$ cat config.mk
export PLATFORM = sky130hd
export DESIGN_NAME = mrgen_top
export DESIGN_NICKNAME = d
export VERILOG_FILES = /design/src/rtl/mrgen_pkg.sv /design/src/rtl/mrgen_ctrl.sv /design/src/rtl/mrgen_seq.sv /design/src/rtl/mrgen_encode.sv /design/src/rtl/mrgen_top.sv
export SDC_FILE = /design/constraint.sdc
export NUM_CORES = 1
export LEC_CHECK = 0
export BUFFER_PORTS_ARGS = -buffer_cell sky130_fd_sc_hd__buf_2
export CELL_PAD_IN_SITES_DETAIL_PLACEMENT = 0
export CELL_PAD_IN_SITES_GLOBAL_PLACEMENT = 1
export CORE_ASPECT_RATIO = 1.2
export CORE_MARGIN = 2
export CORE_UTILIZATION = 31
export DETAILED_ROUTE_END_ITERATION = 6
export HOLD_SLACK_MARGIN = 0.03
export PLACE_DENSITY = 0.81
export SLEW_MARGIN = 20
export SYNTH_ARGS = -nofsm -noshare
export SYNTH_HDL_FRONTEND = slang
export SYNTH_SLANG_ARGS = --single-unit
$ cat constraint.sdc
create_clock -name clk -period 5.9 [get_ports clk]
set_clock_uncertainty 0.15 [all_clocks]
set_input_delay 0.59 -clock clk [delete_from_list [all_inputs] [get_ports clk]]
set_output_delay 0.59 -clock clk [all_outputs]
set_load 0.02 [all_outputs]
$ cat src/rtl/mrgen_pkg.sv
package mrgen_pkg;

  localparam int MR_ADDR_W = 16;
  localparam int MR_BANK_W = 3;

  localparam logic [MR_ADDR_W-1:0] RTT_OFF  = 16'h0000;
  localparam logic [MR_ADDR_W-1:0] RTT_DIV4 = 16'h0004;
  localparam logic [MR_ADDR_W-1:0] RTT_DIV2 = 16'h0040;
  localparam logic [MR_ADDR_W-1:0] RTT_DIV6 = 16'h0044;
  localparam logic [MR_ADDR_W-1:0] RTT_DIV8 = 16'h0204;
  localparam logic [MR_ADDR_W-1:0] WR_DIV4  = 16'h0200;
  localparam logic [MR_ADDR_W-1:0] WR_DIV2  = 16'h0400;

  typedef struct packed {
    logic load;
    logic stepMr;
    logic stepRank;
    logic stepDimm;
    logic finish;
  } seqStrobe_t;

  function automatic logic [MR_ADDR_W-1:0] mirrorAddr(input logic [MR_ADDR_W-1:0] a);
    logic [MR_ADDR_W-1:0] b;
    b = a;
    for (int p = 3; p < 9; p += 2) begin
      b[p]   = a[p+1];
      b[p+1] = a[p];
    end
    return b;
  endfunction

endpackage

$ cat src/rtl/mrgen_ctrl.sv
module mrgen_ctrl
  import mrgen_pkg::*;
(
  input  logic       clk,
  input  logic       rstN,
  input  logic       startReq,
  input  logic       cmdAck,
  input  logic       lastMr,
  input  logic       moreRank,
  input  logic       hasNext,
  output seqStrobe_t stb,
  output logic       busy,
  output logic       done
);

  logic busyQ, doneQ;
  logic accept;

  assign accept = busyQ && cmdAck;

  always_comb begin
    stb          = '0;
    stb.load     = !busyQ && startReq;
    stb.stepMr   = accept && !lastMr;
    stb.stepRank = accept && lastMr && moreRank;
    stb.stepDimm = accept && lastMr && !moreRank && hasNext;
    stb.finish   = accept && lastMr && !moreRank && !hasNext;
  end

  always_ff @(posedge clk) begin
    if (!rstN) begin
      busyQ <= 1'b0;
      doneQ <= 1'b0;
    end else begin
      doneQ <= stb.finish;
      if (stb.load)        busyQ <= 1'b1;
      else if (stb.finish) busyQ <= 1'b0;
    end
  end

  assign busy = busyQ;
  assign done = doneQ;

  AST_DONE_PULSE: assert property (@(posedge clk) disable iff (!rstN)
    done |=> !done);
  AST_DONE_IDLE: assert property (@(posedge clk) disable iff (!rstN)
    done |-> !busy);
  AST_START_IGNORED: assert property (@(posedge clk) disable iff (!rstN)
    (busy && !cmdAck) |=> busy);

endmodule

$ cat src/rtl/mrgen_seq.sv
module mrgen_seq
  import mrgen_pkg::*;
#(
  parameter int NUM_DIMMS = 4,
  localparam int DIMM_W = (NUM_DIMMS > 1) ? $clog2(NUM_DIMMS) : 1
) (
  input  logic                 clk,
  input  logic                 rstN,
  input  seqStrobe_t           stb,
  input  logic                 active,
  input  logic [DIMM_W-1:0]    startTarget,
  input  logic                 startLevel,
  input  logic [NUM_DIMMS-1:0] dimmPresent,
  input  logic [NUM_DIMMS-1:0] dimmDual,
  output logic [DIMM_W-1:0]    curDimm,
  output logic                 curRank,
  output logic                 curMr,
  output logic                 isTarget,
  output logic                 levelQ,
  output logic                 lastMr,
  output logic                 moreRank,
  output logic                 hasNext
);

  logic [DIMM_W-1:0] tgtQ, dimmQ, nextIdx;
  logic              rankQ, mrQ, inTgtQ, lvlQ;

  always_comb begin
    hasNext = 1'b0;
    nextIdx = '0;
    for (int i = NUM_DIMMS - 1; i >= 0; i--) begin
      if (dimmPresent[i] && (DIMM_W'(i) != tgtQ) &&
          (inTgtQ || (DIMM_W'(i) > dimmQ))) begin
        hasNext = 1'b1;
        nextIdx = DIMM_W'(i);
      end
    end
  end

  always_ff @(posedge clk) begin
    if (!rstN) begin
      tgtQ   <= '0;
      dimmQ  <= '0;
      rankQ  <= 1'b0;
      mrQ    <= 1'b0;
      inTgtQ <= 1'b0;
      lvlQ   <= 1'b0;
    end else if (stb.load) begin
      tgtQ   <= startTarget;
      dimmQ  <= startTarget;
      rankQ  <= 1'b0;
      mrQ    <= 1'b0;
      inTgtQ <= 1'b1;
      lvlQ   <= startLevel;
    end else if (stb.stepMr) begin
      mrQ <= 1'b1;
    end else if (stb.stepRank) begin
      rankQ <= 1'b1;
      mrQ   <= 1'b0;
    end else if (stb.stepDimm) begin
      dimmQ  <= nextIdx;
      rankQ  <= 1'b0;
      mrQ    <= 1'b0;
      inTgtQ <= 1'b0;
    end
  end

  assign curDimm  = dimmQ;
  assign curRank  = rankQ;
  assign curMr    = mrQ;
  assign isTarget = inTgtQ;
  assign levelQ   = lvlQ;
  assign lastMr   = mrQ;
  assign moreRank = !rankQ && dimmDual[dimmQ];

  AST_RANK1_DUAL: assert property (@(posedge clk) disable iff (!rstN)
    (active && rankQ) |-> dimmDual[dimmQ]);
  AST_TARGET_FIRST: assert property (@(posedge clk) disable iff (!rstN)
    stb.stepDimm |=> (!inTgtQ && (dimmQ != tgtQ) && dimmPresent[dimmQ]));

endmodule

$ cat src/rtl/mrgen_encode.sv
module mrgen_encode
  import mrgen_pkg::*;
#(
  parameter int NUM_DIMMS = 4,
  localparam int DIMM_W = (NUM_DIMMS > 1) ? $clog2(NUM_DIMMS) : 1
) (
  input  logic [DIMM_W-1:0]    dimm,
  input  logic                 rank,
  input  logic                 mrSel,
  input  logic                 isTarget,
  input  logic                 level,
  input  logic [NUM_DIMMS-1:0] dimmDual,
  input  logic [NUM_DIMMS-1:0] dimmX8,
  input  logic                 tdqsEn,
  input  logic [2:0]           dimmsPerChan,
  input  logic [2:0]           freqCode,
  input  logic [1:0]           drvImp,
  input  logic                 srtEn,
  input  logic                 asrEn,
  input  logic [2:0]           cwlCode,
  input  logic                 mirrorEn,
  output logic [DIMM_W:0]      cs,
  output logic [MR_BANK_W-1:0] bank,
  output logic [MR_ADDR_W-1:0] addr
);

  logic                 dual, swapIt, singleOrQuad, fastClk;
  logic [MR_ADDR_W-1:0] tierLow, rttNom, rttWr, mr1, mr2, rawAddr;
  logic [MR_BANK_W-1:0] rawBank;

  assign dual         = dimmDual[dimm];
  assign singleOrQuad = (dimmsPerChan == 3'd1) || (dimmsPerChan == 3'd4);
  assign fastClk      = (freqCode == 3'd6);
  assign tierLow      = (freqCode < 3'd5) ? RTT_DIV6 : RTT_DIV8;

  always_comb begin
    if (level && isTarget) begin
      if (dimmsPerChan == 3'd1) rttNom = (dual && !rank) ? RTT_OFF : RTT_DIV4;
      else rttNom = (dual && rank) ? RTT_OFF : (fastClk ? RTT_DIV4 : RTT_DIV2);
    end else if (level) begin
      rttNom = (dual && rank) ? RTT_OFF : tierLow;
    end else begin
      rttNom = singleOrQuad ? RTT_DIV4 : tierLow;
    end

    mr1     = rttNom;
    mr1[11] = tdqsEn && dimmX8[dimm];
    mr1[7]  = level && isTarget;
    mr1[12] = level && isTarget && rank;
    mr1[5]  = drvImp[1];
    mr1[1]  = drvImp[0];

    rttWr   = (level || dimmsPerChan == 3'd1) ? RTT_OFF : (fastClk ? WR_DIV4 : WR_DIV2);
    mr2     = rttWr;
    mr2[7]  = srtEn;
    mr2[6]  = asrEn;
    mr2[5:3] = cwlCode;
  end

  assign rawAddr = mrSel ? mr2 : mr1;
  assign rawBank = mrSel ? 3'd2 : 3'd1;
  assign swapIt  = mirrorEn && rank;
  assign cs      = {dimm, rank};
  assign addr    = swapIt ? mirrorAddr(rawAddr) : rawAddr;
  assign bank    = swapIt ? {rawBank[2], rawBank[0], rawBank[1]} : rawBank;

endmodule

$ cat src/rtl/mrgen_top.sv
module mrgen_top
  import mrgen_pkg::*;
#(
  parameter int NUM_DIMMS = 4,
  localparam int DIMM_W = (NUM_DIMMS > 1) ? $clog2(NUM_DIMMS) : 1,
  localparam int CS_W = DIMM_W + 1
) (
  input  logic                 clk,
  input  logic                 rstN,
  input  logic                 startReq,
  input  logic                 levelMode,
  input  logic [DIMM_W-1:0]    targetDimm,
  input  logic [NUM_DIMMS-1:0] dimmPresent,
  input  logic [NUM_DIMMS-1:0] dimmDual,
  input  logic [NUM_DIMMS-1:0] dimmX8,
  input  logic                 tdqsEn,
  input  logic [2:0]           dimmsPerChan,
  input  logic [2:0]           freqCode,
  input  logic [1:0]           drvImp,
  input  logic                 srtEn,
  input  logic                 asrEn,
  input  logic [2:0]           cwlCode,
  input  logic                 mirrorEn,
  input  logic                 cmdAck,
  output logic                 cmdValid,
  output logic [CS_W-1:0]      cmdCs,
  output logic [MR_BANK_W-1:0] cmdBank,
  output logic [MR_ADDR_W-1:0] cmdAddr,
  output logic                 busy,
  output logic                 done
);

  seqStrobe_t        stb;
  logic              lastMr, moreRank, hasNext;
  logic [DIMM_W-1:0] curDimm;
  logic              curRank, curMr, isTarget, levelQ;

  mrgen_ctrl uCtrl (
    .clk(clk), .rstN(rstN), .startReq(startReq), .cmdAck(cmdAck),
    .lastMr(lastMr), .moreRank(moreRank), .hasNext(hasNext),
    .stb(stb), .busy(busy), .done(done)
  );

  mrgen_seq #(.NUM_DIMMS(NUM_DIMMS)) uSeq (
    .clk(clk), .rstN(rstN), .stb(stb), .active(busy),
    .startTarget(targetDimm), .startLevel(levelMode),
    .dimmPresent(dimmPresent), .dimmDual(dimmDual),
    .curDimm(curDimm), .curRank(curRank), .curMr(curMr),
    .isTarget(isTarget), .levelQ(levelQ),
    .lastMr(lastMr), .moreRank(moreRank), .hasNext(hasNext)
  );

  mrgen_encode #(.NUM_DIMMS(NUM_DIMMS)) uEnc (
    .dimm(curDimm), .rank(curRank), .mrSel(curMr), .isTarget(isTarget),
    .level(levelQ), .dimmDual(dimmDual), .dimmX8(dimmX8), .tdqsEn(tdqsEn),
    .dimmsPerChan(dimmsPerChan), .freqCode(freqCode), .drvImp(drvImp),
    .srtEn(srtEn), .asrEn(asrEn), .cwlCode(cwlCode), .mirrorEn(mirrorEn),
    .cs(cmdCs), .bank(cmdBank), .addr(cmdAddr)
  );

  assign cmdValid = busy;

  AST_HOLD_CMD: assert property (@(posedge clk) disable iff (!rstN)
    (cmdValid && !cmdAck) |=> (cmdValid && $stable(cmdAddr) && $stable(cmdBank) && $stable(cmdCs)));
  AST_MR_PAIR: assert property (@(posedge clk) disable iff (!rstN)
    (cmdValid && cmdAck && (!cmdCs[0] || !mirrorEn) && cmdBank == 3'd1)
      |=> (cmdValid && cmdBank == 3'd2 && $stable(cmdCs)));

endmodule

== Word level (Yosys, flattened, before mapping) ==
Index checks and enable logic that the tools add are counted.
W data, S select, Z words.
Cells by class
  $lt $le $gt $ge: 6
  equal/unequal tests: 8
  muxes and demuxes: 40
  bitwise logic cells: 2
  reductions and logical operators: 41
Operators with widths (count)
  $mux W16: 8
  $logic_and A1 B1 Y1: 22
  $mux W2: 10
  $mux W1: 15
  $mux W11: 1
  $mux W10: 1
  $mux W9: 1
  $reduce_bool A2 Y1: 4
  $mux W7: 1
  $eq A3 B3 Y1 const B: 2
  $logic_or A1 B1 Y1: 6
  $logic_not A1 Y1: 5
  $bmux W1 S2: 2
  $gt A1 B2 Y1 const A: 2
  $gt A2 B2 Y1 const A: 2
  $ne A2 B1 Y1 const B: 2
  $ne A2 B2 Y1 const A: 2
  $eq A3 B1 Y1 const B: 1
  $lt A2 B3 Y1 const B: 1
  $lt A3 B3 Y1 const B: 1
  $mux W3: 1
  $reduce_and A3 Y1: 1
  $reduce_bool A3 Y1: 1
  $ne A1 B2 Y1 const A: 1
  3 further kinds: 4
Storage, ports and cells
  bits in registers: 10
  bits of input ports: 34
  output and inout bits: 25
  word-level logic and storage cells: 105

== Longest topological paths before layout ==
  depth in word-level cells: 12
  mapped depth: 6
  gate-level depth less buffers: 5

== Cells and area by module ==
Synthesis repeated with hierarchy kept, for this count alone.
Unflattened totals
  cell total of the unflattened synthesis: 128
  area total of the unflattened synthesis: 1011.0 sq um
By module, submodules not included
  mrgen_seq: times used 1, cells an instance 55, area each 465.4 sq um, sequential area each 160.2 sq um
  mrgen_encode: times used 1, cells an instance 60, area each 417.9 sq um, sequential area each 0.0 sq um
  mrgen_ctrl: times used 1, cells an instance 12, area each 120.1 sq um, sequential area each 40.0 sq um
  mrgen_top: times used 1, cells an instance 1, area each 7.5 sq um, sequential area each 0.0 sq um

== Worst setup path after synthesis ==
OpenSTA, ideal clock, no wires.
  kind: reg-to-output
  from: reg uSeq.dimmQ[0] (netlist: uSeq.curDimm[0])
  to: out cmdAddr[5]
  arrival time: 1.785 ns
  path slack: 3.375 ns
  stages on the path, launching flop included: 7
  buffers on the path: 1
  cells stage by stage: dfxtp_1 -> buf_6 -> mux4_2 -> nand3_1 -> nor2b_1 -> nor3_1 -> a21oi_1
Between the ends
  word-level cells in the longest chain between the ends: 8
Ends and longest elaborated chain
  start: declaration: RTL line mrgen_seq.sv:25  | logic [DIMM_W-1:0] tgtQ, dimmQ, nextIdx;
  start signal: assignment: RTL line mrgen_seq.sv:50  | dimmQ <= startTarget;
  start signal: assignment: RTL line mrgen_seq.sv:61  | dimmQ <= nextIdx;
  $bmux W1 S2 *: RTL line mrgen_encode.sv:31  | assign dual = dimmDual[dimm];
  $mux W1 (not written as such) *: RTL line mrgen_encode.sv:31
  $logic_and A1 B1 Y1 *: RTL line mrgen_encode.sv:39, mrgen_encode.sv:41
  $mux W16 (on tied branches): RTL line mrgen_encode.sv:41, mrgen_encode.sv:39
  $mux W16 (on tied branches): RTL line mrgen_encode.sv:40, mrgen_encode.sv:38
  $mux W16 *: RTL line mrgen_encode.sv:37  | if (level && isTarget) begin
  $mux W16 *: RTL line mrgen_encode.sv:60  | assign rawAddr = mrSel ? mr2 : mr1;
  $mux W9 *: RTL line mrgen_encode.sv:64  | assign addr = swapIt ? mirrorAddr(rawAddr) : rawAddr;
  end: declaration: RTL line mrgen_top.sv:28  | output logic [MR_ADDR_W-1:0] cmdAddr,
Every way passes the cells marked *; elsewhere a longest branch is shown, timed or not. The select of a mux whose other input is x is not followed.

== Worst setup path after layout ==
  from: reg uSeq.dimmQ[0] (netlist: uSeq.curDimm[0])
  to: out cmdAddr[6]
Same word-level chain as after synthesis.

==> qor.yml <==
netlist_instances: 121
clock_tree.buffer_depth: 2
busiest_layer: "met2"
cp.required_ns: 5.16
cp_max_fo: 7
startpoint_type: "register"
post-cts-setup-buffer-count: 0
finalHoldViolCount: 0
setup_tns_ns: 0
clkLatencyLatePin_ns: 0.27
power_uw: 215
grt_max_degree: 16
layout_common_cells: "buf_2 (53), nand2_1 (13), a21oi_1 (12)"
async_reset_ff_share_pct: 0
ff_latch_area_um2: 200
std_cell_rows: 21
ir_drop_uv: 107
firstDrtPassIters: 4
grt_overflow: 0
vias: 1033
setup_viol: 0
fin_nets: 205
fin_crit_ns: 2.77
critPathBufInv: 1
design.core.area_mm2: 0.00284
path_common_cell: "o21ai_0"
die_height_um: 64.5
avgSynthCellArea_um2: 7.82
p_per_area_mw_per_mm2: 176
antenna_found_initial: 0
num_antenna_cells: 0
ios: 59
fill_cells: 315
synth-xor-area-share_pct: 2.78
dp_cells: 200
io_buffers: 53
cpMaxStageDelayCell: "mux4_2"
root_buffer: "clkbuf_4"
path_clk_slew_ns: 0.07
final_common_cell: "buf_2"
crit_family: "multiplexers"
synth_edf_count: 0
whs_ns: 0.397
post_cts_resized: 0
dieWidth_um: 54.4
start_util_pct: 33.3
dieArea_mm2: 0.00351
cts_num_sinks: 10
synth-main-ff-cell: "dfxtp_1"
use_met1_pct: 14.6
ys_seq_elements: 10
synth_top_family_by_area: "compound AO/OA/AOI/OAI gates"
drc: 0
drt_iter0_drc: 20
status: "finished, final reports clean"
worstSetupPathType: "register to output pin"
crit_path_max_incr_delay_ns: 0.60
synthAdderAreaFrac_pct: 0
cts_tree: "done"
gp_congestion: 0.727
via_per_inst: 5.06
yosysSeqAreaShare_pct: 21.2
crit_path_end_kind: "output pin"
drv_cap: 0
grt_use_met3_pct: 2.30
synth_simple_gate_area_share_pct: 28.2
ys_warn_count: 0
htreeDepth: 1
cts_hold_buf: 0
path_cells: "mux4_2, nand3_1, nor2b_1, o21ai_0, o21ai_0, buf_2"
grtUsageMet2_pct: 25.8
grt.total_usage_pct: 13.5
stdcell_count: 204
postRouteAntennaNets: 0
wl_per_cell_um: 11.5
area_delta_synth_final_pct: 29.5
fmax_ghz: 0.361
drv_slew: 0
synth.cell_area_um2: 946
totalWireLength_um: 2350
cts-buffers-inserted: 3
synth.distinct_cells: 41
synthMuxAreaShare_pct: 7.28
hold_class: "register to register"
rsz0062_at_grt: "false"
dpl.hpwl_um: 2000
multiInputGateArea_um2: 662
drive_gt1_share_pct: 37.1
grt_pass1_wl_um: 3660
grt_pass1_vias: 913
worstPathArrival_ns: 2.03
synth_compound_area_share_pct: 29.8
period_share_pct: 46.9
leakage_nw: 0.569
worst paths after layout:
| kind | from | to | slack, ns | cells after the start |
|---|---|---|---|---|
| max | uSeq.curDimm[0] | cmdAddr[6] | 3.13 | 6 |
| min | uSeq.tgtQ[1] | uSeq.tgtQ[1] | 0.40 | 2 |
| max reg2reg | uSeq.curDimm[0] | uSeq.curDimm[0] | 3.82 | 5 |
| min reg2reg | uSeq.tgtQ[1] | uSeq.tgtQ[1] | 0.40 | 2 |
kinds of logic (layout without fill, tap and decap cells):
kind of cell,Yosys count,count (layout)
buf+inv,17,62
other cells,1,5
compound gates,38,38
xor+xnor,3,3
mux,4,4
simple gates,48,48
flops,10,10
report_power, final:
part	internal, mW	switching [mW]	leakage (nW)
logic	0.0334	0.0406	0.466
clock network	0.0375	0.0243	0.0210
registers	0.0714	0.00837	0.0820
synthesized netlist by cell type (all sizes together) (2+ instances only):
library cell  number  share of area, %
xnor2              3               2.8
and3               2               1.3
nand2             13               5.2
o21a               2               1.6
a311oi             2               2.5
a21boi             3               2.4
mux2i              2               2.1
and3b              2               1.9
nor2               6               2.4
inv                5               2.0
nand2b             4               2.6
buf                9               7.3
o311ai             3               4.6
nand3              6               3.2
mux4               2               5.2
nor3               3               1.6
clkbuf             3               1.2
a21oi             12               6.3
nor2b              7               6.2
dfxtp             10                21
and2               2               1.3
o21ai              7               3.7
sequential cells by signal (all words and copies together) (netlist names):
name           flops
uSeq.isTarget      1
uSeq.curMr         1
uSeq.levelQ        1
uSeq.tgtQ          2
uCtrl.busy         1
uSeq.curRank       1
uSeq.curDimm       2
uCtrl.done         1
metal layers:
metal / up-vias / wire [um]
met4: 0 / 17
met1: 451 / 983
met2: 47 / 1140
li1: 531 / -
met5: - / 0
met3: 4 / 210
stage by stage:
stage / utilization (%) / setup slack [ns] / instance area [um2]
6_report: 43.2 / 3.13 / 1220
5_1_grt: 43.2 / 2.93 / 1220
4_1_cts: 43.2 / 3.12 / 1220
3_5_place_dp: 41.9 / 3.30 / 1190
3_3_place_gp: 41.9 / 3.32 / 1190
2_1_floorplan: - / 3.38 / 961
cell type report:
type,count,share of cell area (%)
flip-flops and latches,10,16.3
multi-input cells,98,54.0
well taps,34,3.47
repair buffers,53,21.7
clock buffers,4,2.96
inverters,5,1.53
worst min-delay path, cell delays in order, from the launching register on:
cell     delay [ns]
dfxtp_1        0.36
nand2_1        0.08
a21oi_1        0.06
(Power assumes the default switching activity.)
